$ cat src/rtl/dio_pkg.sv
package dio_pkg;

    typedef enum logic [2:0] {
        ST_OPCODE = 3'd0,
        ST_ADDR   = 3'd1,
        ST_MODE   = 3'd2,
        ST_DATA   = 3'd3,
        ST_SKIP   = 3'd4
    } dio_state_e;

    localparam logic [7:0] CMD_DUAL_READ  = 8'hBB;
    localparam logic [7:0] CMD_MODE_CLEAR = 8'hFF;
    localparam logic [3:0] CONT_NIBBLE    = 4'hA;

    // Array contents are computed, never listed.
    function automatic logic [7:0] array_byte(input int unsigned idx);
        logic [7:0] lin;
        lin = 8'((idx * 37 + 11) % 256);
        return lin ^ 8'hC3;
    endfunction

endpackage

$ cat src/rtl/dio_byte_rom.sv
module dio_byte_rom #(
    parameter int DEPTH = 64,
    localparam int IDX_W = $clog2(DEPTH)
) (
    input  logic [IDX_W-1:0] rd_idx,
    output logic [7:0]       rd_byte
);
    logic [7:0] cells [DEPTH];

    for (genvar g = 0; g < DEPTH; g++) begin : g_cell
        assign cells[g] = dio_pkg::array_byte(g);
    end

    assign rd_byte = cells[rd_idx];
endmodule

$ cat src/rtl/dio_ctrl.sv
module dio_ctrl #(
    parameter int ADDR_W = 24,
    parameter int DEPTH  = 64,
    localparam int IDX_W      = $clog2(DEPTH),
    localparam int ADDR_PAIRS = ADDR_W / 2,
    localparam int CNT_W      = $clog2(ADDR_PAIRS + 1)
) (
    input  logic             sclk,
    input  logic             rst_n,
    input  logic             cs_n,
    input  logic [1:0]       io_in,
    input  logic [7:0]       rom_byte,
    output logic [IDX_W-1:0] rom_idx,
    output logic             data_en,
    output logic [1:0]       data_pair
);
    import dio_pkg::*;

    localparam logic [CNT_W-1:0] OP_LAST    = CNT_W'(7);
    localparam logic [CNT_W-1:0] ADDR_LAST  = CNT_W'(ADDR_PAIRS - 1);
    localparam logic [CNT_W-1:0] MODE_LAST  = CNT_W'(3);
    localparam logic [CNT_W-1:0] CLEAR_CLKS = CNT_W'(8);

    dio_state_e        state_q, state_d;
    logic [CNT_W-1:0]  cnt_q, cnt_d;
    logic [7:0]        op_q, op_d;
    logic [ADDR_W-1:0] addr_q, addr_d;
    logic [3:0]        mhi_q, mhi_d;
    logic [1:0]        pcnt_q, pcnt_d;
    logic              cont_q, cont_d;
    logic              entry_cont_q, entry_cont_d;
    logic              ones_q, ones_d;
    logic              clear_short;
    logic [7:0]        op_full;

    // 8-clock all-ones pattern while in continuous mode
    assign clear_short = (state_q == ST_ADDR) && entry_cont_q &&
                         (cnt_q == CLEAR_CLKS) && ones_q;
    assign op_full     = {op_q[6:0], io_in[0]};

    always_comb begin
        state_d      = state_q;
        cnt_d        = cnt_q;
        op_d         = op_q;
        addr_d       = addr_q;
        mhi_d        = mhi_q;
        pcnt_d       = pcnt_q;
        cont_d       = cont_q;
        entry_cont_d = entry_cont_q;
        ones_d       = ones_q;
        if (cs_n) begin
            // select-high
            cont_d       = clear_short ? 1'b0 : cont_q;
            entry_cont_d = cont_d;
            state_d      = cont_d ? ST_ADDR : ST_OPCODE;
            cnt_d        = '0;
            pcnt_d       = '0;
            ones_d       = 1'b1;
        end else begin
            unique case (state_q)
                ST_OPCODE: begin
                    op_d  = op_full;
                    cnt_d = cnt_q + 1'b1;
                    if (cnt_q == OP_LAST) begin
                        cnt_d = '0;
                        if (op_full == CMD_DUAL_READ) begin
                            state_d = ST_ADDR;             // cmd-read
                        end else begin
                            state_d = ST_SKIP;             // cmd-other
                            if (op_full == CMD_MODE_CLEAR) cont_d = 1'b0;
                        end
                    end
                end
                ST_ADDR: begin
                    addr_d = {addr_q[ADDR_W-3:0], io_in};
                    ones_d = ones_q & io_in[0];
                    cnt_d  = cnt_q + 1'b1;
                    if (cnt_q == ADDR_LAST) begin
                        state_d = ST_MODE;                 // addr-done
                        cnt_d   = '0;
                    end
                end
                ST_MODE: begin
                    cnt_d = cnt_q + 1'b1;
                    if (cnt_q == '0)          mhi_d[3:2] = io_in;
                    if (cnt_q == CNT_W'(1))   mhi_d[1:0] = io_in;
                    if (cnt_q == MODE_LAST) begin
                        cont_d  = (mhi_q == CONT_NIBBLE);
                        state_d = ST_DATA;                 // mode-done
                        cnt_d   = '0;
                        pcnt_d  = '0;
                    end
                end
                ST_DATA: begin
                    pcnt_d = pcnt_q + 1'b1;
                    if (pcnt_q == 2'd3) addr_d = addr_q + 1'b1;
                end
                ST_SKIP: begin
                    state_d = ST_SKIP;
                end
                default: state_d = ST_SKIP;
            endcase
        end
    end

    always_ff @(posedge sclk or negedge rst_n) begin
        if (!rst_n) begin
            state_q      <= ST_OPCODE;
            cnt_q        <= '0;
            op_q         <= '0;
            addr_q       <= '0;
            mhi_q        <= '0;
            pcnt_q       <= '0;
            cont_q       <= 1'b0;
            entry_cont_q <= 1'b0;
            ones_q       <= 1'b1;
        end else begin
            state_q      <= state_d;
            cnt_q        <= cnt_d;
            op_q         <= op_d;
            addr_q       <= addr_d;
            mhi_q        <= mhi_d;
            pcnt_q       <= pcnt_d;
            cont_q       <= cont_d;
            entry_cont_q <= entry_cont_d;
            ones_q       <= ones_d;
        end
    end

    always_comb begin
        rom_idx = addr_q[IDX_W-1:0];
        data_en = (state_q == ST_DATA);
        unique case (pcnt_q)
            2'd0: data_pair = rom_byte[7:6];
            2'd1: data_pair = rom_byte[5:4];
            2'd2: data_pair = rom_byte[3:2];
            2'd3: data_pair = rom_byte[1:0];
            default: data_pair = 2'b00;
        endcase
    end

    p_cont_set_r3: assert property (@(posedge sclk) disable iff (!rst_n)
        (!cs_n && state_q == ST_MODE && cnt_q == MODE_LAST && mhi_q == CONT_NIBBLE) |=> cont_q);

    p_cont_clear_r4: assert property (@(posedge sclk) disable iff (!rst_n)
        (!cs_n && state_q == ST_MODE && cnt_q == MODE_LAST && mhi_q != CONT_NIBBLE) |=> !cont_q);

    p_skip_cmd_r3: assert property (@(posedge sclk) disable iff (!rst_n)
        (cs_n && cont_q && !clear_short) |=> (state_q == ST_ADDR));

    p_index_step_r7: assert property (@(posedge sclk) disable iff (!rst_n)
        (!cs_n && state_q == ST_DATA && pcnt_q == 2'd3) |=>
        (addr_q[IDX_W-1:0] == IDX_W'($past(addr_q[IDX_W-1:0]) + 1'b1)));

    p_short_clear_r10: assert property (@(posedge sclk) disable iff (!rst_n)
        (cs_n && clear_short) |=> (!cont_q && state_q == ST_OPCODE));

    p_abort_keep_r8: assert property (@(posedge sclk) disable iff (!rst_n)
        (cs_n && !clear_short) |=> (cont_q == $past(cont_q)));
endmodule

$ cat src/rtl/dio_lane_drv.sv
module dio_lane_drv (
    input  logic       sclk,
    input  logic       rst_n,
    input  logic       cs_n,
    input  logic       data_en,
    input  logic [1:0] data_pair,
    output logic [1:0] io_out,
    output logic [1:0] io_oe
);
    logic       drive_q;
    logic [1:0] pair_q;

    // Output stage advances on the falling clock.
    always_ff @(negedge sclk or negedge rst_n) begin
        if (!rst_n) begin
            drive_q <= 1'b0;
            pair_q  <= 2'b00;
        end else if (cs_n || !data_en) begin
            drive_q <= 1'b0;
        end else begin
            drive_q <= 1'b1;
            pair_q  <= data_pair;
        end
    end

    assign io_out = pair_q;
    assign io_oe  = {2{drive_q & ~cs_n}};

    p_drive_in_data_r6: assert property (@(posedge sclk) disable iff (!rst_n)
        (io_oe != 2'b00) |-> data_en);
endmodule

$ cat src/rtl/dio_read_responder.sv
module dio_read_responder #(
    parameter int ADDR_W = 24,
    parameter int DEPTH  = 64,
    localparam int IDX_W = $clog2(DEPTH)
) (
    input  logic       sclk,
    input  logic       rst_n,
    input  logic       cs_n,
    input  logic [1:0] io_in,
    output logic [1:0] io_out,
    output logic [1:0] io_oe
);
    logic [IDX_W-1:0] rom_idx;
    logic [7:0]       rom_byte;
    logic             data_en;
    logic [1:0]       data_pair;

    dio_byte_rom #(.DEPTH(DEPTH)) u_rom (
        .rd_idx  (rom_idx),
        .rd_byte (rom_byte)
    );

    dio_ctrl #(.ADDR_W(ADDR_W), .DEPTH(DEPTH)) u_ctrl (
        .sclk      (sclk),
        .rst_n     (rst_n),
        .cs_n      (cs_n),
        .io_in     (io_in),
        .rom_byte  (rom_byte),
        .rom_idx   (rom_idx),
        .data_en   (data_en),
        .data_pair (data_pair)
    );

    dio_lane_drv u_drv (
        .sclk      (sclk),
        .rst_n     (rst_n),
        .cs_n      (cs_n),
        .data_en   (data_en),
        .data_pair (data_pair),
        .io_out    (io_out),
        .io_oe     (io_oe)
    );

    p_release_r8: assert property (@(posedge sclk) disable iff (!rst_n)
        cs_n |-> (io_oe == 2'b00));

    p_lanes_paired_r5: assert property (@(posedge sclk) disable iff (!rst_n)
        (io_oe == 2'b00) || (io_oe == 2'b11));
endmodule

$ cat config.mk
export PLATFORM = sky130hd
export DESIGN_NAME = dio_read_responder
export DESIGN_NICKNAME = d
export VERILOG_FILES = /design/src/rtl/dio_pkg.sv /design/src/rtl/dio_byte_rom.sv /design/src/rtl/dio_ctrl.sv /design/src/rtl/dio_lane_drv.sv /design/src/rtl/dio_read_responder.sv
export SDC_FILE = /design/constraint.sdc
export NUM_CORES = 1
export LEC_CHECK = 0
export CAP_MARGIN = 40
export CORE_MARGIN = 2
export CORE_UTILIZATION = 55
export DETAILED_ROUTE_END_ITERATION = 8
export DONT_BUFFER_PORTS = 1
export PLACE_DENSITY_LB_ADDON = 0.12
export SLEW_MARGIN = 15
export SYNTH_ARGS = -nofsm -noshare
export SYNTH_HDL_FRONTEND = slang
export SYNTH_HIERARCHICAL = 1
export SYNTH_SLANG_ARGS = --single-unit
$ cat constraint.sdc
create_clock -name sclk -period 3 [get_ports sclk]
set_clock_uncertainty 0.15 [all_clocks]
set_input_delay 0.6 -clock sclk [delete_from_list [all_inputs] [get_ports sclk]]
set_output_delay 0.6 -clock sclk [all_outputs]
set_load 0.02 [all_outputs]
==> results of run 1 <==
==> final timing paths <==
| check | start | end | slack (ns) | cells past startpoint |
|---|---|---|---|---|
| setup / recovery | u_ctrl/addr_q[0] | u_drv/io_out[1] | -0.72 | 9 |
| hold / removal | cs_n | u_ctrl/pcnt_q[1] | 0.22 | 1 |
| setup reg to reg | u_ctrl/addr_q[0] | u_drv/io_out[1] | -0.72 | 9 |
| hold reg to reg | u_ctrl/ones_q | u_ctrl/ones_q | 0.33 | 2 |
| max in group asynchronous | rst_n | u_drv/io_out[1] | 1.36 | 0 |
| min in group asynchronous | rst_n | u_ctrl/addr_q[4] | 0.60 | 2 |
==> layout make-up <==
class | instances | area share, %
flip-flops and latches | 32 | 28.0
inverters | 17 | 2.39
repair buffers | 44 | 12.6
clock buffers | 8 | 3.13
well taps | 52 | 2.26
multi-input cells | 190 | 51.6
==> state kept, by name, summed over array words and instances (netlist names) <==
name	count
u_ctrl/mhi_q	4
u_ctrl/entry_cont_q	1
u_drv/io_out	2
u_ctrl/pcnt_q	2
u_ctrl/op_q	7
u_drv/drive_q	1
u_ctrl/ones_q	1
u_ctrl/cont_q	1
u_ctrl/cnt_q	4
u_ctrl/addr_q	6
u_ctrl/state_q	3
==> timing repair <==
item	4_1_cts	5_1_grt
endpoints found under the setup margin	6	6
endpoints found under the hold margin	29	0
pin swaps	0	4
resized for setup	2	3
hold buffers	2	0
buffers inserted	0	3
cloned	0	0
==> cells by family after synthesis <==
kind of cell    Yosys count  synth area share [%]
mux                      27                  12.8
fa+ha+maj                15                  7.81
buf+inv                  35                  7.14
compound gates           64                  17.6
xor+xnor                  7                  2.55
simple gates             77                  18.8
flops                    32                  33.4
==> through the flow <==
stage                     instance area, um2  total power, uW  setup slack (ns)
after global placement                  2720             1530            -0.650
after CTS                               2840             1900            -0.705
after floorplan                         2460             1240            -0.592
after detailed placement                2720             1540            -0.696
after global routing                    2870             2090            -0.846
final                                   2870             1950            -0.721
==> cells in the final DEF, fill, tap and decap left out, types with 3 or more instances in the layout <==
cell type,n
ha_1,11
a31oi_1,3
dfrtp_1,26
nand2b_1,6
mux2i_1,11
nand2_1,13
nor2_1,14
nor3_1,9
inv_1,14
buf_4,40
nand3_1,8
clkbuf_8,6
dfrtn_1,3
o21ai_0,16
mux2_2,12
a21oi_1,18
xnor2_1,7
and3_1,3
nor2b_1,3
nor3b_1,4
ha_4,3
==> power breakdown <==
| group | internal, uW | switching (uW) | total [uW] |
|---|---|---|---|
| logic | 556 | 476 | 1030 |
| clock network | 187 | 151 | 338 |
| registers | 498 | 79.2 | 577 |
| total | 1240 | 706 | 1950 |
==> worst max-delay path, cell delays in order, from the launching register on <==
cell	delay, ns
dfrtp_2	0.48
buf_4	0.16
ha_2	0.19
nand2b_1	0.08
a22oi_1	0.06
a2111oi_0	0.40
a21oi_1	0.13
inv_1	0.08
mux2i_1	0.07
mux2_4	0.28
==> routing by layer <==
metal	GRT usage, %	part of all wire, %
met5	0	0
met4	9.62	2.0
met3	5.63	3.4
met2	36.2	49
met1	28.8	45
==> summary.md, run 1 <==
| Metric | Value |
|---|---|
| Outcome | finished with violations |
| Failing checks | setup timing |
| GP Congestion | 0.945 |
| Worst Setup End Kind | flip-flop |
| CP startpoint kind | flip-flop |
| Number of diodes | 0 |
| Vias per Instance | 5.84 |
| WHS | 0.224 ns |
| Number of buffers created by CTS | 5 |
| Post-DRT Antenna Nets | 0 |
| Vias in the first global route | 1868 |
| Final setup violation count | 6 |
| Clock latency on the worst-skew pair | 0.28 ns |
| Storage element area | 805 um2 |
| Die boundary width | 70.1 um |
| TNS Setup | -1.80 ns |
| Drt wl/cell | 14.9 um |
| Largest net degree at the start of global routing | 30 |
| Most instantiated cells after synthesis | 28 x dfrtp_1, 19 x a21oi_1, 17 x o21ai_0, 16 x inv_1, 15 x ha_1 |
| CTS tree | built |
| Slew Limit Fails | 0 |
| I/O pin total | 9 |
| Global-route wire length before repair | 8690 um |
| Slew Limit Headroom | 66.2% |
| Hold/Removal Path Class | in2reg |
| Multi-input gate area | 0.00148 mm2 |
| Layout area overhead | 19.6% |
| Post-synth EDFFs | 0 |
| CP max FO | 7 |
| Ys Warns | 6 |
| Port bufs | 0 |
| Worst endpoint required time | 1.49 ns |
| DR iter-0 viols | 57 |
| Seq cells post-synth | 32 |
| Die area | 0.00491 mm2 |
| Worst-path clk slew | 0.06 ns |
| Synth top area cells | dfrtp_1 29%, ha_1 7.8%, mux2_2 5.6% |
| Clock tree buffer depth | 2 |
| Mapped Cells | 257 |
| Synth top area share | 29.2% |
| Static Leak | 0.00128 uW |
| RSZ-0062 raised after global routing | yes |
| Hold Violations, Final | 0 |
| Drt pass-1 iters | 4 |
| Dpl cells | 330 |
| GRT Resource Usage Total | 22.5% |
| Netlist cell types | 61 |
| Row cnt | 24 |
| WL final | 5110 um |
| Die extent in y | 70.1 um |
| Max-cap violations | 0 |
| Sinks on the clock net | 32 |
| Fillers | 355 |
| DP HPWL | 3740 um |
| Power density over the cells | 677 mW/mm2 |
| Predominant post-synthesis flop cell | dfrtp_1 |
| Initial Util | 55.9% |
| Post-Synthesis Cell Area | 0.00240 mm2 |
| Fin nets | 310 |
| Worst vdd ir | 0.368 mV |
| Fin util | 66.9% |
| Critical path type | reg2reg |
| Vias | 2004 |
| Post-route insts no fill | 343 |
| CP Data Arrival Time | 2.21 ns |
| Post-route DRC | 0 |
| Total core area | 0.00429 mm2 |
| CTS H-tree depth | 2 |
| Syn Area/Cell | 9.35 um2 |
| Cell taking the most area after synthesis | dfrtp_1 |
| Initial antenna violation count | 0 |
| Share of layout cells above drive strength 1 | 29.9% |
| Final worst setup slack | -0.721 ns |
| Worst-Margin Slew | 0.504 ns |
| Cell with the most instances after synthesis | dfrtp_1 |
| Net Count, Synth | 277 |
| Grt total ovfl | 0 |
| Seq/Total Area, Yosys | 33.4% |
| FFs w/ async S/R, synth | 100% |
| Clock tree root driver cell | clkbuf_8 |
Power figures use the tool's default switching activity.
==> run 2, diff against run 1 <==
TNS_END_PERCENT = 10   (was not set)
==> run 2 against run 1 <==
  * The flow still finishes with violations (setup timing)
  * Register-to-register slack barely moved
  * Cell count down 1.2%
  * Via count barely moved
  * Sequential share of layout area rose by 0.48 points
  * First-iteration DRC count rose by 61%
  * Final area fell by 1.7%
  * Non-clock buffer count down 4
==> summary.md, run 2 (synthesis gave the netlist of run 1 again) <==
| Metric | Value |
|---|---|
| Dpl cells | 329 |
| Post-route insts no fill | 339 |
| CP max FO | 7 |
| Most common cell after layout, fill and taps aside | buf_4 |
| Die extent in y | 70.1 um |
| Power Total | 1890 uW |
| Initial Util | 55.9% |
| Largest regs | u_ctrl/op_q: 7 flops, u_ctrl/addr_q: 6 flops |
| Vias in the first global route | 1922 |
| Failing checks | setup timing |
| Power density over the cells | 669 mW/mm2 |
| GP Congestion | 0.879 |
| Slew Limit Headroom | 65.3% |
| Post-route DRC | 0 |
| Worst-path clk slew | 0.07 ns |
| Port bufs | 0 |
| Fin nets | 306 |
| WHS | 0.221 ns |
| Sinks on the clock net | 32 |
| Total core area | 0.00429 mm2 |
| Grt total ovfl | 0 |
| Clock tree buffer depth | 2 |
| Worst-Margin Slew | 0.517 ns |
| Static Leak | 0.00125 uW |
| Drt wl/cell | 14.7 um |
| Clock tree root driver cell | clkbuf_8 |
| Final setup violation count | 6 |
| CP Data Arrival Time | 2.21 ns |
| Final worst setup slack | -0.720 ns |
| Hold/Removal Path Class | in2reg |
| GRT Resource Usage Total | 22.4% |
| Setup Buffers After CTS | 0 |
| Worst vdd ir | 0.429 mV |
| Post-DRT Antenna Nets | 0 |
| Fillers | 354 |
| Max FFs per register | 7 |
| DP HPWL | 3680 um |
| Worst endpoint required time | 1.49 ns |
| Outcome | finished with violations |
| Pre-CTS WS | -0.719 ns |
| Max-cap violations | 0 |
| Initial antenna violation count | 0 |
| Vias | 2003 |
| Commonest cells after routing, fill and taps aside | 38 x buf_4, 26 x dfrtp_1, 18 x a21oi_1 |
| CP startpoint kind | flip-flop |
| Drt pass-1 iters | 4 |
| Worst Setup End Kind | flip-flop |
| RSZ-0062 raised after global routing | yes |
| CTS tree | built |
| Hold Violations, Final | 0 |
| Clock latency on the worst-skew pair | 0.29 ns |
| Number of buffers created by CTS | 5 |
| CTS H-tree depth | 2 |
| Most flops, register | u_ctrl/op_q |
| Row cnt | 24 |
| Vias per Instance | 5.91 |
| Global-route wire length before repair | 8860 um |
| Layout area overhead | 17.6% |
| Critical path type | reg2reg |
| Share of layout cells above drive strength 1 | 28.6% |
| Slew Limit Fails | 0 |
| Die area | 0.00491 mm2 |
| Number of diodes | 0 |
| I/O pin total | 9 |
| Die boundary width | 70.1 um |
| Largest net degree at the start of global routing | 30 |
| WL final | 4990 um |
| DR iter-0 viols | 92 |
==> run 2: metal layers <==
layer	vias up	global-route usage (%)	part of all wire (%)
met5	-	0	0
met4	0	8.12	2.0
met3	7	4.18	2.5
met2	33	36.2	49
met1	980	30.0	47
li1	983	-	-
==> run 2: what timing repair did <==
item                       4_1_cts  5_1_grt
gates resized for setup          1        1
pin swaps                        0        2
setup endpoints to repair        6        6
hold endpoints to repair        29        0
hold buffers                     2        0
==> run 2: worst paths after layout <==
| path | from | endpoint | slack, ns | depth (start not counted) |
|---|---|---|---|---|
| max in group asynchronous | rst_n | u_drv/drive_q | 1.36 | 0 |
| min reg2reg | u_ctrl/ones_q | u_ctrl/ones_q | 0.33 | 2 |
| min | cs_n | u_ctrl/pcnt_q[1] | 0.22 | 1 |
| min in group asynchronous | rst_n | u_ctrl/cnt_q[1] | 0.64 | 2 |
| max | u_ctrl/addr_q[0] | u_drv/io_out[1] | -0.72 | 9 |
| max reg2reg | u_ctrl/addr_q[0] | u_drv/io_out[1] | -0.72 | 9 |
==> run 2: layout make-up <==
cell class | instances | area (um2) | share of cell area (%)
clock inverters | 1 | 7.51 | 0.266
flip-flops and latches | 32 | 805 | 28.5
clock buffers | 7 | 86.3 | 3.06
multi-input cells | 190 | 1480 | 52.3
repair buffers | 40 | 315 | 11.2
inverters | 17 | 68.8 | 2.44
well taps | 52 | 65.1 | 2.30
==> run 2: worst max-delay path: stages (launching register included) <==
cell	delay, ns
dfrtp_2	0.49
inv_4	0.07
ha_4	0.17
inv_1	0.06
a2111oi_0	0.09
a2111oi_0	0.47
a21oi_1	0.13
inv_1	0.08
mux2i_1	0.07
mux2_4	0.28
==> run 2: power breakdown <==
group	leakage (uW)	switching (uW)	internal, uW	total (uW)
Sequential	0.000417	102	497	599
Combinational	0.000785	431	520	951
Clock	0.0000445	155	186	341
==> run 2: metrics by stage <==
stage          utilization, %  setup TNS (ns)  cell area (um2)
5_1_grt                  65.8           -2.12             2830
2_1_floorplan               -           -1.16             2460
3_5_place_dp             62.8           -1.34             2700
6_report                 65.8           -1.75             2830
4_1_cts                  65.7           -1.81             2820
3_3_place_gp             62.8           -1.26             2700
